<file path="src/rtl/i2c_seq_pkg.sv">
// Package: shared codes and types for the I2C transaction sequencer.
// Assumes an engine whose status codes follow the standard master codes.
package i2c_seq_pkg;

    typedef enum logic [1:0] {
        OP_WRITE = 2'd0,
        OP_READ  = 2'd1,
        OP_PROBE = 2'd2
    } op_e;

    typedef enum logic [3:0] {
        PH_IDLE,
        PH_START,
        PH_ADDR1,
        PH_REGA,
        PH_WDATA,
        PH_RSTART,
        PH_ADDR2,
        PH_RDATA,
        PH_STOP
    } phase_e;

    localparam logic [7:0] CTL_ACK  = 8'h04;
    localparam logic [7:0] CTL_FLAG = 8'h08;
    localparam logic [7:0] CTL_STO  = 8'h10;
    localparam logic [7:0] CTL_STA  = 8'h20;
    localparam logic [7:0] CTL_EN   = 8'h40;

    localparam logic [7:0] ST_START  = 8'h08;
    localparam logic [7:0] ST_RSTART = 8'h10;
    localparam logic [7:0] ST_AW_ACK = 8'h18;
    localparam logic [7:0] ST_DW_ACK = 8'h28;
    localparam logic [7:0] ST_AR_ACK = 8'h40;
    localparam logic [7:0] ST_RD_ACK = 8'h50;
    localparam logic [7:0] ST_RD_NAK = 8'h58;
    localparam logic [7:0] ST_IDLE   = 8'hF8;

    localparam logic [7:0] ERR_STATUS  = 8'h01;
    localparam logic [7:0] ERR_TIMEOUT = 8'h02;

    function automatic logic [31:0] pack_err(input logic [7:0] cls, input logic [7:0] ctl,
                                             input logic [7:0] st, input logic [7:0] ex);
        return {cls, ctl, st, ex};
    endfunction

endpackage

</file>
<file path="src/rtl/i2c_seq_regsel.sv">
// Register-address byte selector: picks byte idx of a packed word, byte 0 lowest.
// Assumes NB >= 2; an index past NB yields zero.
module i2c_seq_regsel #(
    parameter int NB = 4,
    parameter int IW = $clog2(NB)
) (
    input  logic [8*NB-1:0] word,
    input  logic [IW-1:0]   idx,
    output logic [7:0]      sel_byte
);
    logic [7:0] lanes [NB];

    for (genvar g = 0; g < NB; g++) begin : g_lane
        assign lanes[g] = word[8*g +: 8];
    end

    // Selects the addressed lane, guarding an out-of-range index.
    always_comb begin
        sel_byte = 8'h00;
        if (int'(idx) < NB) sel_byte = lanes[idx];
    end
endmodule

</file>
<file path="src/rtl/i2c_seq_timer.sv">
// Phase watchdog: counts wait cycles after a command and flags expiry at LIMIT.
// Assumes clear is pulsed on the issue cycle and run is high while waiting.
module i2c_seq_timer #(
    parameter int LIMIT = 1000
) (
    input  logic clk,
    input  logic rst_n,
    input  logic clear,
    input  logic run,
    output logic expired
);
    localparam int CW = $clog2(LIMIT + 1);
    localparam logic [CW-1:0] LIM = CW'(LIMIT);

    logic [CW-1:0] cnt;

    // Counts waiting cycles, saturating at the limit.
    always_ff @(posedge clk) begin
        if (!rst_n)                  cnt <= '0;
        else if (clear)              cnt <= '0;
        else if (run && cnt != LIM)  cnt <= cnt + 1'b1;
    end

    assign expired = run && (cnt == LIM);

    a_r3_expiry_after_wait: assert property (@(posedge clk) disable iff (!rst_n)
        expired |-> $past(run));
    a_r3_clear_restarts: assert property (@(posedge clk) disable iff (!rst_n)
        clear |=> !expired);
endmodule

</file>
<file path="src/rtl/i2c_seq_errcap.sv">
// First-failure capture: keeps the first recorded error word until cleared.
// Assumes clear comes at accept and record only while a transaction runs.
module i2c_seq_errcap (
    input  logic        clk,
    input  logic        rst_n,
    input  logic        clear,
    input  logic        record,
    input  logic [31:0] rec_word,
    output logic        has_err,
    output logic [31:0] err_word
);
    // Latches only the first error of a transaction.
    always_ff @(posedge clk) begin
        if (!rst_n) begin
            has_err  <= 1'b0;
            err_word <= '0;
        end else if (clear) begin
            has_err  <= 1'b0;
            err_word <= '0;
        end else if (record && !has_err) begin
            has_err  <= 1'b1;
            err_word <= rec_word;
        end
    end

    a_r8_first_err_kept: assert property (@(posedge clk) disable iff (!rst_n)
        (has_err && !clear) |=> (has_err && $stable(err_word)));
endmodule

</file>
<file path="src/rtl/i2c_txn_seq.sv">
// I2C transaction sequencer: issues START/address/data/STOP commands to a
// byte engine, checks each completion status and packs the first failure.
// Assumes the engine pulses eng_done once per non-STOP command and shows
// the idle code on eng_status once a STOP has finished.
module i2c_txn_seq
    import i2c_seq_pkg::*;
#(
    parameter int ABYTES      = 4,
    parameter int DLEN_W      = 8,
    parameter int TIMEOUT_CYC = 1000
) (
    input  logic                         clk,
    input  logic                         rst_n,
    input  logic                         req_valid,
    input  logic [1:0]                   req_op,
    input  logic [6:0]                   req_chip,
    input  logic [8*ABYTES-1:0]          req_reg_addr,
    input  logic [$clog2(ABYTES+1)-1:0]  req_alen,
    input  logic [DLEN_W-1:0]            req_dlen,
    output logic                         busy,
    input  logic [7:0]                   wr_data,
    output logic                         wr_pop,
    output logic [7:0]                   rd_data,
    output logic                         rd_valid,
    output logic                         eng_cmd_valid,
    output logic [7:0]                   eng_ctrl,
    output logic [7:0]                   eng_byte,
    input  logic                         eng_done,
    input  logic [7:0]                   eng_status,
    input  logic [7:0]                   eng_rdata,
    output logic                         done,
    output logic [31:0]                  result
);
    localparam int IW   = $clog2(ABYTES);
    localparam int AL_W = $clog2(ABYTES + 1);
    localparam logic [AL_W-1:0] AL_MAX = AL_W'(ABYTES);

    phase_e              ph;
    logic                waiting;
    op_e                 op_q;
    logic [6:0]          chip_q;
    logic [8*ABYTES-1:0] raddr_q;
    logic [AL_W-1:0]     alen_q;
    logic [DLEN_W-1:0]   cnt_q;
    logic [IW-1:0]       idx_q;
    logic [7:0]          exp_q;

    logic        issue, accept, last_rx, tmo;
    logic        step_ok, step_bad, step_to, stop_ok, stop_to;
    logic        has_err;
    logic [31:0] err_word, rec_word;
    logic [7:0]  ctrl_n, byte_n, exp_n, reg_byte;
    phase_e      after_reg;
    op_e         op_in;
    logic [AL_W-1:0] alen_in;

    assign accept  = (ph == PH_IDLE) && req_valid;
    assign issue   = (ph != PH_IDLE) && !waiting;
    assign last_rx = (cnt_q == DLEN_W'(1));
    assign wr_pop  = issue && (ph == PH_WDATA);

    // Decodes the request opcode; unused code 3 runs as a write.
    always_comb begin
        case (req_op)
            2'd1:    op_in = OP_READ;
            2'd2:    op_in = OP_PROBE;
            default: op_in = OP_WRITE;
        endcase
        alen_in = (req_alen > AL_MAX) ? AL_MAX : req_alen;
    end

    // Chooses the phase that follows the register-address bytes.
    always_comb begin
        if (op_q == OP_WRITE) after_reg = (cnt_q != '0) ? PH_WDATA : PH_STOP;
        else                  after_reg = PH_RSTART;
    end

    i2c_seq_regsel #(.NB(ABYTES), .IW(IW)) u_regsel (
        .word     (raddr_q),
        .idx      (idx_q),
        .sel_byte (reg_byte)
    );

    // Forms the control word, byte and expected status of the current phase.
    always_comb begin
        ctrl_n = CTL_EN;
        byte_n = 8'h00;
        exp_n  = ST_IDLE;
        case (ph)
            PH_START:  begin ctrl_n = CTL_EN | CTL_STA; exp_n = ST_START; end
            PH_ADDR1:  begin
                byte_n = {chip_q, (op_q == OP_PROBE)};
                exp_n  = (op_q == OP_PROBE) ? ST_AR_ACK : ST_AW_ACK;
            end
            PH_REGA:   begin byte_n = reg_byte; exp_n = ST_DW_ACK; end
            PH_WDATA:  begin byte_n = wr_data;  exp_n = ST_DW_ACK; end
            PH_RSTART: begin ctrl_n = CTL_EN | CTL_STA; exp_n = ST_RSTART; end
            PH_ADDR2:  begin byte_n = {chip_q, 1'b1}; exp_n = ST_AR_ACK; end
            PH_RDATA:  begin
                ctrl_n = last_rx ? CTL_EN : (CTL_EN | CTL_ACK);
                exp_n  = last_rx ? ST_RD_NAK : ST_RD_ACK;
            end
            PH_STOP:   begin ctrl_n = CTL_EN | CTL_STO; exp_n = ST_IDLE; end
            default:   ;
        endcase
    end

    i2c_seq_timer #(.LIMIT(TIMEOUT_CYC)) u_timer (
        .clk     (clk),
        .rst_n   (rst_n),
        .clear   (issue),
        .run     (waiting),
        .expired (tmo)
    );

    // Classifies the outcome of the phase being waited on.
    always_comb begin
        step_ok  = waiting && (ph != PH_STOP) && eng_done && (eng_status == exp_q);
        step_bad = waiting && (ph != PH_STOP) && eng_done && (eng_status != exp_q);
        step_to  = waiting && (ph != PH_STOP) && !eng_done && tmo;
        stop_ok  = waiting && (ph == PH_STOP) && (eng_status == ST_IDLE);
        stop_to  = waiting && (ph == PH_STOP) && (eng_status != ST_IDLE) && tmo;
        rec_word = step_bad ? pack_err(ERR_STATUS, eng_ctrl | CTL_FLAG, eng_status, exp_q)
                            : pack_err(ERR_TIMEOUT, eng_ctrl, eng_status, exp_q);
    end

    i2c_seq_errcap u_errcap (
        .clk      (clk),
        .rst_n    (rst_n),
        .clear    (accept),
        .record   (step_bad || step_to),
        .rec_word (rec_word),
        .has_err  (has_err),
        .err_word (err_word)
    );

    // Main sequencer: accept, issue, wait, advance or divert to STOP, finish.
    always_ff @(posedge clk) begin
        if (!rst_n) begin
            ph            <= PH_IDLE;
            waiting       <= 1'b0;
            busy          <= 1'b0;
            op_q          <= OP_WRITE;
            chip_q        <= '0;
            raddr_q       <= '0;
            alen_q        <= '0;
            cnt_q         <= '0;
            idx_q         <= '0;
            exp_q         <= '0;
            eng_cmd_valid <= 1'b0;
            eng_ctrl      <= '0;
            eng_byte      <= '0;
            done          <= 1'b0;
            result        <= '0;
            rd_valid      <= 1'b0;
            rd_data       <= '0;
        end else begin
            eng_cmd_valid <= 1'b0;
            done          <= 1'b0;
            rd_valid      <= 1'b0;
            if (ph == PH_IDLE) begin
                if (req_valid) begin
                    busy    <= 1'b1;
                    ph      <= PH_START;
                    waiting <= 1'b0;
                    op_q    <= op_in;
                    chip_q  <= req_chip;
                    raddr_q <= req_reg_addr;
                    alen_q  <= alen_in;
                    cnt_q   <= (op_in == OP_PROBE) ? DLEN_W'(1) : req_dlen;
                    idx_q   <= '0;
                end
            end else if (issue) begin
                eng_cmd_valid <= 1'b1;
                eng_ctrl      <= ctrl_n;
                eng_byte      <= byte_n;
                exp_q         <= exp_n;
                waiting       <= 1'b1;
            end else if (ph == PH_STOP) begin
                if (stop_ok || stop_to) begin
                    done    <= 1'b1;
                    busy    <= 1'b0;
                    ph      <= PH_IDLE;
                    waiting <= 1'b0;
                    if (has_err)      result <= err_word;
                    else if (stop_to) result <= pack_err(ERR_TIMEOUT, eng_ctrl, eng_status, ST_IDLE);
                    else              result <= '0;
                end
            end else if (step_bad || step_to) begin
                ph      <= PH_STOP;
                waiting <= 1'b0;
            end else if (step_ok) begin
                waiting <= 1'b0;
                case (ph)
                    PH_START:  ph <= PH_ADDR1;
                    PH_ADDR1: begin
                        if (op_q == OP_PROBE)    ph <= PH_RDATA;
                        else if (alen_q != '0)   ph <= PH_REGA;
                        else                     ph <= after_reg;
                    end
                    PH_REGA: begin
                        idx_q <= idx_q + 1'b1;
                        if (AL_W'(idx_q) + AL_W'(1) == alen_q) ph <= after_reg;
                    end
                    PH_WDATA: begin
                        cnt_q <= cnt_q - 1'b1;
                        if (last_rx) ph <= PH_STOP;
                    end
                    PH_RSTART: ph <= PH_ADDR2;
                    PH_ADDR2:  ph <= (cnt_q != '0) ? PH_RDATA : PH_STOP;
                    PH_RDATA: begin
                        rd_valid <= 1'b1;
                        rd_data  <= eng_rdata;
                        cnt_q    <= cnt_q - 1'b1;
                        if (last_rx) ph <= PH_STOP;
                    end
                    default: ph <= PH_STOP;
                endcase
            end
        end
    end

    a_r10_cmd_only_busy: assert property (@(posedge clk) disable iff (!rst_n)
        eng_cmd_valid |-> busy);
    a_r1_done_not_busy: assert property (@(posedge clk) disable iff (!rst_n)
        done |-> !busy);
    a_r10_busy_ends_done: assert property (@(posedge clk) disable iff (!rst_n)
        $fell(busy) |-> done);
    a_r1_done_single: assert property (@(posedge clk) disable iff (!rst_n)
        done |=> !done);
    a_r8_done_after_stop: assert property (@(posedge clk) disable iff (!rst_n)
        done |-> ((eng_ctrl & CTL_STO) != 8'h00));
    a_r12_one_cmd_pulse: assert property (@(posedge clk) disable iff (!rst_n)
        eng_cmd_valid |=> !eng_cmd_valid);
    a_r6_rx_while_busy: assert property (@(posedge clk) disable iff (!rst_n)
        rd_valid |-> busy);
endmodule

</file>
<file path="config.mk">
export PLATFORM = sky130hd
export DESIGN_NAME = i2c_txn_seq
export DESIGN_NICKNAME = d
export VERILOG_FILES = /design/src/rtl/i2c_seq_pkg.sv /design/src/rtl/i2c_seq_regsel.sv /design/src/rtl/i2c_seq_timer.sv /design/src/rtl/i2c_seq_errcap.sv /design/src/rtl/i2c_txn_seq.sv
export SDC_FILE = /design/constraint.sdc
export NUM_CORES = 1
export LEC_CHECK = 0
export CAP_MARGIN = 20
export CORE_ASPECT_RATIO = 1.4
export CORE_MARGIN = 2
export CORE_UTILIZATION = 30
export CTS_BUF_LIST = sky130_fd_sc_hd__clkbuf_2
export CTS_CLUSTER_SIZE = 16
export DETAILED_ROUTE_END_ITERATION = 10
export GPL_TIMING_DRIVEN = 0
export SLEW_MARGIN = 20
export SYNTH_ARGS = -nofsm -noshare
export SYNTH_HDL_FRONTEND = slang
export SYNTH_SLANG_ARGS = --single-unit
</file>
<file path="constraint.sdc">
create_clock -name clk -period 3.5 [get_ports clk]
set_input_delay 0.525 -clock clk [delete_from_list [all_inputs] [get_ports clk]]
set_output_delay 0.525 -clock clk [all_outputs]
set_load 0.05 [all_outputs]
</file>
==> results.yml <==
route:
  drt-pass1-iter-count: 5
  post_drt_wl_per_cell_um: 16.2
  routed_wl_um: 19300
  dr_total_vias: 5899
  ant_nets: 0
  dr.first_iter.drc_count: 351
  via_per_inst: 4.97
  post-route-drc-count: 0
global_routing:
  grt_pass1_vias: 5774
  grt_max_degree: 17
  antenna_found_initial: 1
  track_usage_pct: 17.4
  grt_overflow: 0
  grt_pass1_wl_um: 30400
sta:
  slew_headroom_pct: 31.6
  grt_setup_unrepaired: "no"
  finalHoldViolCount: 0
  finClkSkew_ps: 38.1
  report.final.slew_viol_count: 0
  setup_viol: 0
  fin_setup_tns_ps: 0
  period_minus_slack_ps: 3240
  fmax_mhz: 308
  timing.final.crit_share_pct: 92.6
  worst_pin_slew_ps: 1020
  hold_ws_ps: 282
hold_path:
  holdCritPathClass: "in2reg"
  min_path_cells: 3
placement:
  hpwlAfterDp_um: 14500
  place.port_buffers: 123
  place.gp.congestion: 0.879
logic_synthesis:
  yosysSeqAreaShare_pct: 43.0
  synth-edff-count: 0
  synth_top_cell_by_area: "dfxtp_1"
  syn_avg_cell_area_um2: 8.44
  ys_warn_count: 0
  netlist_area_um2: 6370
  synth_top_area_share_pct: 43.0
  synthTopCellsByArea: "dfxtp_1 43%, nand2_1 7.6%, a21oi_1 6.4%, nor2_1 5.3%, mux2i_1 4.6%"
  ys_ff_latch: 137
  synthFlopType: "dfxtp_1"
  syn_inst: 755
  synth.most_common_cell: "dfxtp_1"
  synth_common_cells: "137 x dfxtp_1, 129 x nand2_1, 90 x nor2_1"
  ys_types: 67
  async_flop_share_pct: 0
floorplanning:
  io_pins: 141
  initial_utilization_pct: 30.3
  die_w_um: 127
  core_area_um2: 21000
  row_count: 63
  die_h_um: 176
  die_area_um2: 22400
cts:
  clkSlewWorstSetupHoldPaths_ps: 250
  cts_made_buffers: 17
  clk_path_buf_depth: 2
  post_cts_buffers: 0
  cts_root_buf: "clkbuf_2"
  cts_tree: "built"
  htree_num_levels: 4
  clock-sinks: 137
  clk_latency_ps: 760
finish:
  nFillCells: 2169
  seq_area_um2: 2740
  nets: 997
  drive_above_1_share_pct: 9.30
  synthToLayoutAreaGrowth_pct: 29.3
  multiInputGateArea_um2: 3250
critical_path:
  cp.arrival_ps: 2720
  required_ps: 2970
  crit_type: "reg2out"
  end_kind: "primary output"
  reg2reg_depth: 9
  cp-start-kind: "register"
  cp_max_fo: 10
pwr:
  powerDensity_nw_per_um2: 561
  vdd_drop_max_mv: 0.208
  total_leakage_power_nw: 2.92
status:
  outcome: "complete, no violations"
flow_run:
  maxCapViolations: 0
## cell families after synthesis
kind of cell,count (synthesis),share of synthesized area (%)
AND/OR/NAND/NOR,289,20.1
AO/OA/AOI/OAI,189,19.4
flip-flops,137,43.0
buffers and inverters,82,6.93
multiplexers,37,7.38
XOR/XNOR,15,2.06
adder cells (fa/ha/maj),5,0.982
other,1,0.0588
## metrics by stage
stage | area, µm² | std cells | power [mW] | util (%) | setup WS [ps]
global route | 8240 | 1186 | 4.92 | 39.1 | 88.0
CTS | 8240 | 1185 | 4.65 | 39.1 | 261
floorplan | 6430 | 770 | 3.10 | - | 1030
finish | 8240 | 1186 | 4.62 | 39.1 | 258
detailed placement | 7990 | 1153 | 3.63 | 37.9 | 92.9
global placement | 7990 | 1153 | 3.62 | 37.9 | 129
## path summary, 6_finish.rpt
path	slack, ps	from	endpoint
max reg2reg	470	u_timer.cnt[0]$_SDFFE_PP0P_	u_errcap.err_word[11]$_SDFFE_PP0P_
min reg2reg	470	raddr_q[18]$_SDFFE_PN0P_	raddr_q[18]$_SDFFE_PN0P_
max	260	waiting$_SDFFE_PN0P_	wr_pop
min	280	req_reg_addr[24]	raddr_q[24]$_SDFFE_PN0P_
## registers in the layout, indices dropped and copies added (netlist names), 2 cells and up
signal	flops
rd_data	8
result	19
alen_q	3
u_timer.cnt	10
raddr_q	32
chip_q	7
ph	4
exp_q	5
op_q	2
eng_byte	8
eng_ctrl	4
u_errcap.err_word	19
idx_q	2
cnt_q	8
## power breakdown
part           switching [mW]  internal, mW
registers               0.128          1.74
logic                    1.10         0.641
clock network           0.661         0.352
total                    1.88          2.73
## cell usage in the layout (no fill, tap or decap), drive strengths merged, types with 7 or more instances in the layout
cell type / n
o21ai: 25
clkbuf: 61
nand2: 129
nor2: 90
or3: 7
a211oi: 20
conb: 16
clkdlybuf4s50: 122
mux4: 8
a22oi: 16
a21oi: 82
mux2i: 29
nand3: 16
nor3: 13
xor2: 9
dfxtp: 137
buf: 28
inv: 17
## metal layers
| metal | part of all wire (%) | global-route usage (%) | vias up |
|---|---|---|---|
| li1 | - | - | 2933 |
| met2 | 50 | 30.6 | 195 |
| met1 | 42 | 20.6 | 2740 |
| met5 | 0 | 0 | - |
| met3 | 5.3 | 3.97 | 31 |
| met4 | 2.4 | 6.36 | 0 |
## final cells by class
class / instances / share of cell area, %
flip-flops and latches: 137 / 33.3
diodes: 1 / 0.0304
repair buffers: 123 / 14.9
plain buffers: 71 / 4.86
multi-input cells: 551 / 39.4
inverters: 11 / 0.501
well taps: 260 / 3.95
clock buffers: 18 / 1.09
clock inverters: 14 / 1.94
## worst max-delay path: stages (launching register included)
cell	delay [ps]
dfxtp_1	470
clkbuf_1	420
clkbuf_1	450
nor3_1	180
dlygate4sd2_1	460
## what timing repair did
action                     in CTS  in global routing
hold buffers                    0                  0
setup endpoints to repair       1                  0
resized for setup               1                  0
(Power assumes the default switching activity.)
